<file path="src/rtl/ethstat_pkg.sv">
package ethstat_pkg;
  localparam int NUM_BINS = 7;
  localparam int NUM_RX   = 8;
  localparam int NUM_CNT  = NUM_BINS + NUM_RX;

  // receive counter slots, in offset order after the histogram
  localparam int RX_BYTES = 0;
  localparam int RX_PKTS  = 1;
  localparam int RX_FCS   = 2;
  localparam int RX_MC    = 3;
  localparam int RX_BC    = 4;
  localparam int RX_CTRL  = 5;
  localparam int RX_PAUSE = 6;
  localparam int RX_UNK   = 7;

  typedef enum logic [1:0] {
    DST_UNI   = 2'd0,
    DST_MULTI = 2'd1,
    DST_BCAST = 2'd2,
    DST_NONE  = 2'd3
  } dst_e;

  localparam logic [15:0] ETYPE_CTRL = 16'h8808;
  localparam logic [15:0] OP_PAUSE   = 16'h0001;
endpackage

</file>
<file path="src/rtl/ethstat_bin_sel.sv">
module ethstat_bin_sel #(
  parameter int LEN_W = 16
) (
  input  logic             clk,
  input  logic             rst,
  input  logic [LEN_W-1:0] len,
  input  logic             vlan,
  input  logic             bad,
  output logic [ethstat_pkg::NUM_BINS-1:0] bin
);
  always_comb begin
    bin = '0;
    if (len == LEN_W'(64))                               bin[0] = 1'b1;
    else if (len >= LEN_W'(65)   && len <= LEN_W'(127))  bin[1] = 1'b1;
    else if (len >= LEN_W'(128)  && len <= LEN_W'(255))  bin[2] = 1'b1;
    else if (len >= LEN_W'(256)  && len <= LEN_W'(511))  bin[3] = 1'b1;
    else if (len >= LEN_W'(512)  && len <= LEN_W'(1023)) bin[4] = 1'b1;
    else if (len >= LEN_W'(1024) && len <= LEN_W'(1518)) bin[5] = 1'b1;
    else if (len >= LEN_W'(1519) && len <= LEN_W'(1522) && vlan && !bad)
                                                         bin[6] = 1'b1;
  end


  bin_onehot_chk: assert property (@(posedge clk) disable iff (rst) $onehot0(bin));

  long_untagged_chk: assert property (@(posedge clk) disable iff (rst)
    (len > LEN_W'(1518) && !vlan) |-> (bin == '0));
endmodule

</file>
<file path="src/rtl/ethstat_rx_rules.sv">
module ethstat_rx_rules #(
  parameter int LEN_W = 16
) (
  input  logic             clk,
  input  logic             rst,
  input  logic             vld,
  input  logic [LEN_W-1:0] len,
  input  logic             fcs_err,
  input  logic             partial,
  input  logic             vlan,
  input  logic [1:0]       dst,
  input  logic [15:0]      etype,
  input  logic [15:0]      opcode,
  output logic [ethstat_pkg::NUM_RX-1:0] hit
);
  import ethstat_pkg::*;

  logic good, len_ok, is_ctrl;
  dst_e dcls;

  always_comb begin
    dcls    = dst_e'(dst);
    good    = !fcs_err && !partial;
    len_ok  = len <= (vlan ? LEN_W'(1522) : LEN_W'(1518));
    is_ctrl = etype == ETYPE_CTRL;
    hit = '0;
    hit[RX_BYTES] = vld;
    hit[RX_PKTS]  = vld;
    hit[RX_FCS]   = vld && fcs_err && !partial &&
                    len >= LEN_W'(64) && len <= LEN_W'(1518);
    hit[RX_MC]    = vld && good && len_ok && dcls == DST_MULTI;
    hit[RX_BC]    = vld && good && len_ok && dcls == DST_BCAST;
    hit[RX_CTRL]  = vld && is_ctrl;
    hit[RX_PAUSE] = vld && is_ctrl && good && opcode == OP_PAUSE;
    hit[RX_UNK]   = vld && is_ctrl && opcode != OP_PAUSE;
  end


  mc_bc_excl_chk: assert property (@(posedge clk) disable iff (rst)
    !(hit[RX_MC] && hit[RX_BC]));

  pause_is_ctrl_chk: assert property (@(posedge clk) disable iff (rst)
    (hit[RX_PAUSE] || hit[RX_UNK]) |-> hit[RX_CTRL]);

  pause_unk_excl_chk: assert property (@(posedge clk) disable iff (rst)
    !(hit[RX_PAUSE] && hit[RX_UNK]));
endmodule

</file>
<file path="src/rtl/ethstat_sat_cnt.sv">
module ethstat_sat_cnt #(
  parameter int CNT_W = 32
) (
  input  logic             clk,
  input  logic             rst,
  input  logic             wr,
  input  logic [CNT_W-1:0] wdata,
  input  logic [CNT_W-1:0] inc,
  output logic [CNT_W-1:0] cnt
);
  logic [CNT_W:0] sum;

  always_comb sum = {1'b0, cnt} + {1'b0, inc};

  always_ff @(posedge clk) begin
    if (rst)                 cnt <= '0;
    else if (wr)             cnt <= wdata;
    else if (sum[CNT_W])     cnt <= '1;
    else                     cnt <= sum[CNT_W-1:0];
  end


  no_wrap_chk: assert property (@(posedge clk) disable iff (rst)
    !wr |=> cnt >= $past(cnt));

  sat_hold_chk: assert property (@(posedge clk) disable iff (rst)
    (!wr && cnt == '1) |=> cnt == '1);

  wr_load_chk: assert property (@(posedge clk) disable iff (rst)
    wr |=> cnt == $past(wdata));
endmodule

</file>
<file path="src/rtl/ethstat_bank.sv">
module ethstat_bank #(
  parameter int LEN_W  = 16,
  parameter int CNT_W  = 32,
  parameter int ADDR_W = 8,
  parameter logic [ADDR_W-1:0] BASE = 8'h80
) (
  input  logic              clk,
  input  logic              rst,
  input  logic              tx_vld,
  input  logic [LEN_W-1:0]  tx_len,
  input  logic              tx_fcs_err,
  input  logic              tx_vlan,
  input  logic              rx_vld,
  input  logic [LEN_W-1:0]  rx_len,
  input  logic              rx_fcs_err,
  input  logic              rx_partial,
  input  logic              rx_vlan,
  input  logic [1:0]        rx_dst,
  input  logic [15:0]       rx_etype,
  input  logic [15:0]       rx_opcode,
  input  logic              reg_wr,
  input  logic [ADDR_W-1:0] reg_addr,
  input  logic [CNT_W-1:0]  reg_wdata,
  output logic [CNT_W-1:0]  reg_rdata
);
  import ethstat_pkg::*;

  localparam int IDX_W = $clog2(NUM_CNT);
  localparam logic [ADDR_W-1:0] SPAN = ADDR_W'(4 * NUM_CNT);

  logic [NUM_BINS-1:0] tx_bin, rx_bin;
  logic [NUM_RX-1:0]   rx_hit;
  logic [CNT_W-1:0]    inc  [NUM_CNT];
  logic [CNT_W-1:0]    cnt  [NUM_CNT];
  logic [ADDR_W-1:0]   rel;
  logic                map_hit;
  logic [IDX_W-1:0]    idx;

  ethstat_bin_sel #(.LEN_W(LEN_W)) u_tx_bin (
    .clk(clk), .rst(rst), .len(tx_len), .vlan(tx_vlan),
    .bad(tx_fcs_err), .bin(tx_bin));

  ethstat_bin_sel #(.LEN_W(LEN_W)) u_rx_bin (
    .clk(clk), .rst(rst), .len(rx_len), .vlan(rx_vlan),
    .bad(rx_fcs_err || rx_partial), .bin(rx_bin));

  ethstat_rx_rules #(.LEN_W(LEN_W)) u_rules (
    .clk(clk), .rst(rst), .vld(rx_vld), .len(rx_len),
    .fcs_err(rx_fcs_err), .partial(rx_partial), .vlan(rx_vlan),
    .dst(rx_dst), .etype(rx_etype), .opcode(rx_opcode), .hit(rx_hit));

  always_comb begin
    rel     = reg_addr - BASE;
    map_hit = (reg_addr >= BASE) && (rel < SPAN) && (reg_addr[1:0] == 2'b00);
    idx     = IDX_W'(rel >> 2);
  end

  for (genvar i = 0; i < NUM_CNT; i++) begin : g_cnt
    if (i < NUM_BINS) begin : g_hist
      always_comb inc[i] = {{(CNT_W-1){1'b0}}, tx_vld && tx_bin[i]}
                         + {{(CNT_W-1){1'b0}}, rx_vld && rx_bin[i]};
    end else if (i == NUM_BINS + RX_BYTES) begin : g_bytes
      always_comb inc[i] = rx_hit[RX_BYTES] ? {{(CNT_W-LEN_W){1'b0}}, rx_len} : '0;
    end else begin : g_flag
      always_comb inc[i] = {{(CNT_W-1){1'b0}}, rx_hit[i-NUM_BINS]};
    end

    ethstat_sat_cnt #(.CNT_W(CNT_W)) u_cnt (
      .clk(clk), .rst(rst),
      .wr(reg_wr && map_hit && idx == IDX_W'(i)),
      .wdata(reg_wdata), .inc(inc[i]), .cnt(cnt[i]));
  end

  always_ff @(posedge clk) begin
    if (rst)          reg_rdata <= '0;
    else if (map_hit) reg_rdata <= cnt[idx];
    else              reg_rdata <= '0;
  end


  unmapped_zero_chk: assert property (@(posedge clk) disable iff (rst)
    !map_hit |=> reg_rdata == '0);

  dual_strobe_chk: assert property (@(posedge clk) disable iff (rst)
    (tx_vld && rx_vld && tx_len == rx_len && tx_len == LEN_W'(300) && !reg_wr
     && cnt[3] < 32'hFFFF_0000) |=> cnt[3] == $past(cnt[3]) + 2);
endmodule

</file>
<file path="config.mk">
export PLATFORM = sky130hd
export DESIGN_NAME = ethstat_bank
export DESIGN_NICKNAME = d
export VERILOG_FILES = /design/src/rtl/ethstat_pkg.sv /design/src/rtl/ethstat_bin_sel.sv /design/src/rtl/ethstat_rx_rules.sv /design/src/rtl/ethstat_sat_cnt.sv /design/src/rtl/ethstat_bank.sv
export SDC_FILE = /design/constraint.sdc
export NUM_CORES = 2
export LEC_CHECK = 0
export BUFFER_PORTS_ARGS = -buffer_cell sky130_fd_sc_hd__buf_4
export CAP_MARGIN = 20
export CORE_AREA = 8 8 287 289
export CTS_BUF_LIST = sky130_fd_sc_hd__clkbuf_4
export CTS_CLUSTER_DIAMETER = 100
export DETAILED_ROUTE_END_ITERATION = 7
export DIE_AREA = 0 0 295 297
export GPL_ROUTABILITY_DRIVEN = 1
export PLACE_DENSITY = 0.66
export SYNTH_ARGS = -nofsm -noshare
export SYNTH_HDL_FRONTEND = slang
export SYNTH_SLANG_ARGS = --single-unit
export TNS_END_PERCENT = 100
</file>
<file path="constraint.sdc">
create_clock -name clk -period 10.33 [get_ports clk]
set_input_delay 1.5495 -clock clk [delete_from_list [all_inputs] [get_ports clk]]
set_output_delay 1.5495 -clock clk [all_outputs]
set_load 0.01 [all_outputs]
</file>
; Word-level counts from Yosys, hierarchy flattened
; Cells that the tools add are included.
[op_classes]
addsub = 23
magnitude_cmp = 29
eq_ne = 21
n_mux = 61
bitwise = 2
reduce_logical = 69
[ops]
columns = operator, n
row1 = $mux 32, 32
row2 = $add 32x1->33, 7
row3 = $add 32x2->33, 7
row4 = $bmux 32 s4, 1
row5 = $ge 16x11->1 const B, 4
row6 = $le 16x11->1 const B, 4
row7 = $logic_and 1x1->1, 61
row8 = $ge 16x7->1 const B, 3
row9 = $add 32x16->33, 1
row10 = $eq 16x7->1 const B, 2
row11 = $ge 16x10->1 const B, 2
row12 = $ge 16x8->1 const B, 2
row13 = $ge 16x9->1 const B, 2
row14 = $le 16x10->1 const B, 2
row15 = $le 16x7->1 const B, 2
row16 = $le 16x8->1 const B, 2
row17 = $le 16x9->1 const B, 2
row18 = $eq 4x4->1 const B, 7
row19 = $eq 16x1->1 const B, 1
row20 = $eq 16x16->1 const B, 1
row21 = $eq 4x3->1 const B, 4
row22 = $le 16x16->1, 1
row23 = $mux 1, 16
row24 = $mux 16, 1
row25 = other kinds (22), 38
[totals]
regBits = 512
in_bits = 116
out_inout_bits = 32
word_cells = 221

; Logic depth before layout (Yosys ltp)
[logic_depth]
ltp_word = 16
mapped_depth = 18
depth_no_buf = 16

; Modules after synthesis
; A second synthesis with hierarchy kept.
[unflattened]
cells_unflattened = 5726
area_unflattened_um2 = 50807.5
[modules_own_cells]
columns = module, n_inst, cells_per_inst, area_each_um2, seq_area_each_um2
row1 = ethstat_sat_cnt (g_cnt[11].u_cnt ...), 8, 353, 3078.0, 640.6
row2 = ethstat_sat_cnt (g_cnt[5].u_cnt ...), 5, 332, 2866.5, 640.6
row3 = ethstat_sat_cnt (g_cnt[0].u_cnt ...), 2, 353, 3065.4, 640.6
row4 = ethstat_bank, 1, 440, 4974.8, 640.6
row5 = ethstat_bin_sel, 2, 28, 222.7, 0.0
row6 = ethstat_rx_rules, 1, 40, 300.3, 0.0

; Least setup slack after synthesis
; Ideal clock, no wire load.
[synth_timing]
path_type = input to register
startpoint = in rx_len[12]
endpoint = reg g_cnt[5].u_cnt.cnt[30]
setup_ps = 116
t_arrival_ps = 4468
required_time_ps = 10214
slack_ps = 5746
path_stages = 15
path_buffers = 1
cell_sequence = nor3_1 > nand2_1 > a21oi_1 > o21ai_0 > or3b_2 > fa_1 > inv_1 > ha_1 > and3_1 > clkbuf_1 > and2_2 > nand3b_1 > nor2_1 > mux2_2 > a31o_2
[synth_between]
elab_chain_len = 13
word_cells_on_any_way = 27
classes_between = add/sub (2) / order compare (10) / eq/ne (1) / mux (8) / reduce/logical (6)
[synth_lines]
columns = element, line_no
row1 = start: declaration, ethstat_bank.sv:14  ; input logic [LEN_W-1:0] rx_len,
row2 = $ge 16x11->1 / $le 16x11->1 (equally long branches), ethstat_bin_sel.sv:18  ; else if (len >= LEN_W'(1024) && len <= LEN_W'(1518)) bin[5] = 1'b1;
row3 = $logic_and 1x1->1, ethstat_bin_sel.sv:18
row4 = $mux 1, ethstat_bin_sel.sv:18
row5 = $mux 2, ethstat_bin_sel.sv:17  ; else if (len >= LEN_W'(512) && len <= LEN_W'(1023)) bin[4] = 1'b1;
row6 = $mux 3, ethstat_bin_sel.sv:16  ; else if (len >= LEN_W'(256) && len <= LEN_W'(511)) bin[3] = 1'b1;
row7 = $mux 4, ethstat_bin_sel.sv:15  ; else if (len >= LEN_W'(128) && len <= LEN_W'(255)) bin[2] = 1'b1;
row8 = $mux 5, ethstat_bin_sel.sv:14  ; else if (len >= LEN_W'(65) && len <= LEN_W'(127)) bin[1] = 1'b1;
row9 = $mux 6 *, ethstat_bin_sel.sv:13  ; if (len == LEN_W'(64)) bin[0] = 1'b1;
row10 = $logic_and 1x1->1 *, ethstat_bank.sv:61  ; + {{(CNT_W-1){1'b0}}, rx_vld && rx_bin[i]};
row11 = $add 1x1->2 *, ethstat_bank.sv:61
row12 = $add 32x2->33 *, ethstat_sat_cnt.sv:13  ; always_comb sum = {1'b0, cnt} + {1'b0, inc};
row13 = $mux 32 *, ethstat_sat_cnt.sv:18  ; else if (sum[CNT_W]) cnt <= '1;
row14 = $mux 32 *, ethstat_sat_cnt.sv:17  ; else if (wr) cnt <= wdata;
row15 = end signal: assignment, ethstat_sat_cnt.sv:17
row16 = end signal: assignment, ethstat_sat_cnt.sv:19  ; else cnt <= sum[CNT_W-1:0];
row17 = end: declaration, ethstat_sat_cnt.sv:9  ; output logic [CNT_W-1:0] cnt
; Mark *: on every way between the ends. The rest lies on a longest branch, timed or not.
; A chain may end at the register's enable or synchronous reset.

; Final worst setup path
[layout_timing]
startpoint = in tx_len[14]
endpoint = reg g_cnt[1].u_cnt.cnt[0]
[layout_between]
elab_chain_len = 9
word_cells_on_any_way = 11
classes_between = add/sub (2) / order compare (2) / eq/ne (1) / mux (4) / reduce/logical (2)
[layout_lines]
columns = element, line_no
row1 = start: declaration, ethstat_bank.sv:10  ; input logic [LEN_W-1:0] tx_len,
row2 = $ge 16x7->1 / $le 16x7->1 (equally long branches), ethstat_bin_sel.sv:14
row3 = $logic_and 1x1->1, ethstat_bin_sel.sv:14
row4 = $mux 1, ethstat_bin_sel.sv:14
row5 = $mux 6 *, ethstat_bin_sel.sv:13
row6 = $logic_and 1x1->1 *, ethstat_bank.sv:60  ; always_comb inc[i] = {{(CNT_W-1){1'b0}}, tx_vld && tx_bin[i]}
row7 = $add 1x1->2 *, ethstat_bank.sv:61
row8 = $add 32x2->33 *, ethstat_sat_cnt.sv:13
row9 = $mux 32 *, ethstat_sat_cnt.sv:18
row10 = $mux 32 *, ethstat_sat_cnt.sv:17
row11 = end signal: assignment, ethstat_sat_cnt.sv:17
row12 = end signal: assignment, ethstat_sat_cnt.sv:19
row13 = end: declaration, ethstat_sat_cnt.sv:9
; Marks and branches as above.

==> results.txt <==
* Result of the run: complete, no violations
* Synth warnings: 0
- Counting every sink on the clock net gives 512.
- The H-tree was split into 4 levels.
* Max incr delay on CP: 530 ps
- I/O pin count: 148
* Hold Path Cell Cnt: 2
- The routed design could run at a clock period as short as 4762 ps.
* Cell area after synthesis: 30780 um^2
- Library cell used as clock root buffer: sky130_fd_sc_hd__clkbuf_4
- In this run the critical register-to-register path is captured at g_cnt[7].u_cnt.cnt[18].
- For this design the ratio of total power to cell area is 121.0 nW/um^2.
- Effective utilization at floorplan: 39.48%
- Global routing used 30.65% of the available met1 tracks.
* Maximum buffer depth of the clock tree: 3
- Clock skew on the completed layout was measured at 55.26 ps.
* Global-route usage over all layers: 22.87%
* Data arrival time of the critical path: 5630 ps
* Initial antenna violation count: 3
* DIE WIDTH: 295 um
- Pre-Repair DR Iteration Count: 6
* Transition at the pin with the smallest max-transition slack: 1218 ps
- After synthesis, the share of flip-flops with an asynchronous set or reset is 0%.
- Met2 Usage GRT: 35.28%
- Fraction of layout instances using a drive strength above 1: 16.39%
- Most used DFF post-synth: sky130_fd_sc_hd__dfxtp_1
* Sum of buffers and inverters on the critical path: 2
- The routed design has 103400 um of wire.
* Iter 0 DRT Violations: 2691
- After routing the design area is 34410 um^2.
* Maxcap violations: 0
- The detail route stage leaves a number of antenna-violating nets equal to 0.
- The worst setup path is launched from an input port.
* Clock tree from TritonCTS: built
- Entering global routing, the biggest net connects 207 pins.
- The path with the worst hold slack has its endpoint at g_cnt[12].u_cnt.cnt[31].
- Global routing finished with a remaining overflow of 0.
* Start point of the worst min-delay path: g_cnt[12].u_cnt.cnt[31]
- Instance area at placement: 32580 um^2
- Of all nets on the critical path, the largest fanout is 25.
- FP Rows: 103
* FF-to-FF path depth: 10
- Detailed routing inserted a total of 27830 vias.
* Worst Slack Setup Final: 5568 ps
- Hold timing on the final database bottoms out at a slack of 532.1 ps.
- Number of flops mapped to enable cells by yosys: 0
- Clock insertion delay at the later pin of the skew report: 990 ps
- Die footprint: 87620 um^2
- RSZ-0062 raised after global routing: false
- Wire length of the first global-routing pass: 158100 um
- Max stage delay cell, worst path: sky130_fd_sc_hd__nor4bb_1
* Count of port buffers added during placement: 147
- Setup Buffers After CTS: 0
* Leakage: 0.01193 uW
* Final TNS setup: 0 ps
* Sequential cell area fraction in the yosys report: 33.30%
- After synthesis, the netlist uses 86 different library cells.
- Number of failing hold endpoints at the final stage: 0
* Overall die height: 297 um
* Cell Chain, Critical Path: buf_4 > nor4_1 > nand3b_1 > nor4_1 > nor4bb_1 > fa_1 > ha_1 > and4_1 > and2_1 > nand4_1 > nor2_2 > a31oi_2 > buf_4 > a211oi_1
- Number of global-route vias before repair: 26200
* Cell class contributing the biggest share of worst-path delay: simple AND/OR/NAND/NOR gates
* Met3 track utilization from global routing: 4.349%
- Required time at the worst-slack endpoint: 11200 ps
- Reg-to-reg setup timing slack: 6980 ps
* Number of gates resized after cts: 0
* TritonCTS buffer count: 141
- In the final design database the tool counted 3790 nets.
* Number of flip-flops and latches in the synthesized netlist: 512
- The worst setup path is captured at a flip-flop.
- In this run the critical register-to-register path is launched from g_cnt[7].u_cnt.cnt[0].
* Number of standard cells after synthesis: 3531
- Net Count, Synth: 3695
- The core region is 77970 um^2.
- Setup violations remaining at the end of the flow were counted as 0.
- The layer flagged by global routing as most heavily used is met2.
- Hold WC Path Type: reg -> reg
* Detailed placement HPWL: 74570 um
* Area Overhead vs Synth: 11.80%
- Worst max-slew margin expressed relative to the limit: 18.78%
* Post-synthesis average cell area: 8.717 um^2
- Routability Congestion: 0.9084
* Number of design rule violations left after detail routing: 0
* Average detailed-routed wire length per instance: 21.62 um
- The max-slew violation total from the final report came to 0.
* Crit Path Class: in -> reg
* Avg Vias per Cell: 5.822
- The final critical path takes up 46.10% of the cycle.
- Maximum ir drop on the vdd rail: 0.09798 mV
- For this run, the top clock speed supported by timing is 210.0 MHz.
- Clock slew at the register clock pins of the worst setup and hold paths: 70 ps
* Placement Setup Slack: 4525 ps
- CTS Hold Buffers Added: 0
==> power by group <==
| part | switching [uW] | leakage [uW] | internal (uW) |
|---|---|---|---|
| clock | 896 | 0.00106 | 960 |
| sequential | 13.5 | 0.00413 | 1990 |
| combinational | 198 | 0.00674 | 109 |
==> kinds of logic (layout without fill, tap and decap cells) <==
logic type               after synthesis  in the layout  share of synthesized area (%)
AO/OA/AOI/OAI                        629            629                          15.26
XOR/XNOR                             399            399                          11.35
adder cells (fa/ha/maj)               48             48                          2.146
buffers and inverters                303            499                          4.085
flip-flops                           512            512                          33.30
multiplexers                         168            168                          10.61
other                                  0              3                              0
AND/OR/NAND/NOR                     1472           1472                          23.24
==> worst register-to-register path, stage by stage, from the launching register on <==
cell and delay, ps:
sky130_fd_sc_hd__dfxtp_1 380, sky130_fd_sc_hd__ha_1 180, sky130_fd_sc_hd__inv_1 60, sky130_fd_sc_hd__fa_1 410, sky130_fd_sc_hd__nand2b_1 190, sky130_fd_sc_hd__a21oi_1 250, sky130_fd_sc_hd__o21ai_1 220, sky130_fd_sc_hd__o31a_1 480
sky130_fd_sc_hd__o21a_1 580, sky130_fd_sc_hd__a211oi_1 360, sky130_fd_sc_hd__o21a_1 170
==> synthesized netlist by cell type, types with 6 or more instances <==
library cell               number  area, um^2
sky130_fd_sc_hd__a211oi_1     403        3025
sky130_fd_sc_hd__a211oi_2      31       387.9
sky130_fd_sc_hd__a21o_1         7       52.55
sky130_fd_sc_hd__a21oi_1       34       170.2
sky130_fd_sc_hd__a311oi_1      18       157.7
sky130_fd_sc_hd__a31oi_1       13       81.33
sky130_fd_sc_hd__and2_1        34       212.7
sky130_fd_sc_hd__and3_1        79       494.2
sky130_fd_sc_hd__and4_1        39       341.6
sky130_fd_sc_hd__buf_1          6       22.52
sky130_fd_sc_hd__buf_2         33       165.2
sky130_fd_sc_hd__buf_6          8       90.09
sky130_fd_sc_hd__clkbuf_1     183       686.9
sky130_fd_sc_hd__dfxtp_1      512       10250
sky130_fd_sc_hd__fa_1           8       160.2
sky130_fd_sc_hd__ha_1          40       500.5
sky130_fd_sc_hd__inv_1         68       255.2
sky130_fd_sc_hd__mux2i_1       38       380.4
sky130_fd_sc_hd__mux4_2       125        2815
sky130_fd_sc_hd__nand2_1      244       915.9
sky130_fd_sc_hd__nand2b_1      13       81.33
sky130_fd_sc_hd__nand3_1      197       986.0
sky130_fd_sc_hd__nand4_1       78       488.0
sky130_fd_sc_hd__nor2_1       580        2177
sky130_fd_sc_hd__nor2b_1       41       256.5
sky130_fd_sc_hd__nor3_1        60       300.3
sky130_fd_sc_hd__nor4_1        17       106.4
sky130_fd_sc_hd__nor4b_1        7       61.31
sky130_fd_sc_hd__o211a_1       10       100.1
sky130_fd_sc_hd__o211ai_1       9       67.56
sky130_fd_sc_hd__o21a_1         9       67.56
sky130_fd_sc_hd__o21ai_0       69       345.3
sky130_fd_sc_hd__or3_1         24       150.1
sky130_fd_sc_hd__xnor2_1      138        1209
sky130_fd_sc_hd__xor2_1       261        2286
==> final cells by class <==
type | count | area [um^2]
Sequential cell | 512 | 10250
Clock inverter | 31 | 145.1
Inverter | 68 | 255.2
Tap cell | 1050 | 1314
Clock buffer | 213 | 1599
Multi-Input combinational cell | 2716 | 19300
Timing Repair Buffer | 187 | 1544
Fill cell | 7649 | 43560
Antenna cell | 3 | 7.507
==> metrics by stage <==
step           cells  total power, uW  util [%]
2_1_floorplan   3531             2228         -
3_3_place_gp    4528             2348     41.71
3_5_place_dp    4530             2349     41.78
4_1_cts         4774             4202     44.02
5_1_grt         4780             4325     44.14
6_report        4780             4165     44.14
==> how the worst max path moves through the flow <==
stage	slack [ps]	depth (start not counted)	to	from
6_report	5570	14	g_cnt[1].u_cnt.cnt[0]	tx_len[14]
4_1_cts	5600	14	g_cnt[10].u_cnt.cnt[0]	rx_len[4]
2_1_floorplan	5750	15	g_cnt[5].u_cnt.cnt[30]	rx_len[12]
3_3_place_gp	4660	15	g_cnt[10].u_cnt.cnt[5]	rx_len[4]
3_5_place_dp	4530	14	g_cnt[10].u_cnt.cnt[0]	rx_len[4]
5_1_grt	5300	14	g_cnt[1].u_cnt.cnt[5]	tx_len[14]
==> layout by cell type, fill, tap and decap left out, types with 24 or more instances in the layout <==
cell type                  Yosys  final
sky130_fd_sc_hd__a211oi_1    403    403
sky130_fd_sc_hd__a211oi_2     31     31
sky130_fd_sc_hd__a21oi_1      34     34
sky130_fd_sc_hd__and2_1       34     34
sky130_fd_sc_hd__and3_1       79     79
sky130_fd_sc_hd__and4_1       39     39
sky130_fd_sc_hd__buf_4         3    177
sky130_fd_sc_hd__clkbuf_4      0    213
sky130_fd_sc_hd__dfxtp_1     512    512
sky130_fd_sc_hd__ha_1         40     40
sky130_fd_sc_hd__inv_1        68     68
sky130_fd_sc_hd__mux2i_1      38     38
sky130_fd_sc_hd__mux4_2      125    125
sky130_fd_sc_hd__nand2_1     244    244
sky130_fd_sc_hd__nand3_1     197    197
sky130_fd_sc_hd__nand4_1      78     78
sky130_fd_sc_hd__nor2_1      580    579
sky130_fd_sc_hd__nor2b_1      41     40
sky130_fd_sc_hd__nor3_1       60     60
sky130_fd_sc_hd__o21ai_0      69     69
sky130_fd_sc_hd__or3_1        24     24
sky130_fd_sc_hd__xnor2_1     138    138
sky130_fd_sc_hd__xor2_1      261    261
==> routing by layer <==
layer,vias to the layer above,part of all wire [%]
met2,1192,45
li1,13100,-
met4,0,4.7
met5,-,0
met1,13330,43
met3,208,6.9
==> flip-flops by register name (all words and copies together), names as in the netlist <==
signal,cells
g_cnt.u_cnt.cnt,480
reg_rdata,32
(Power assumes the default switching activity.)
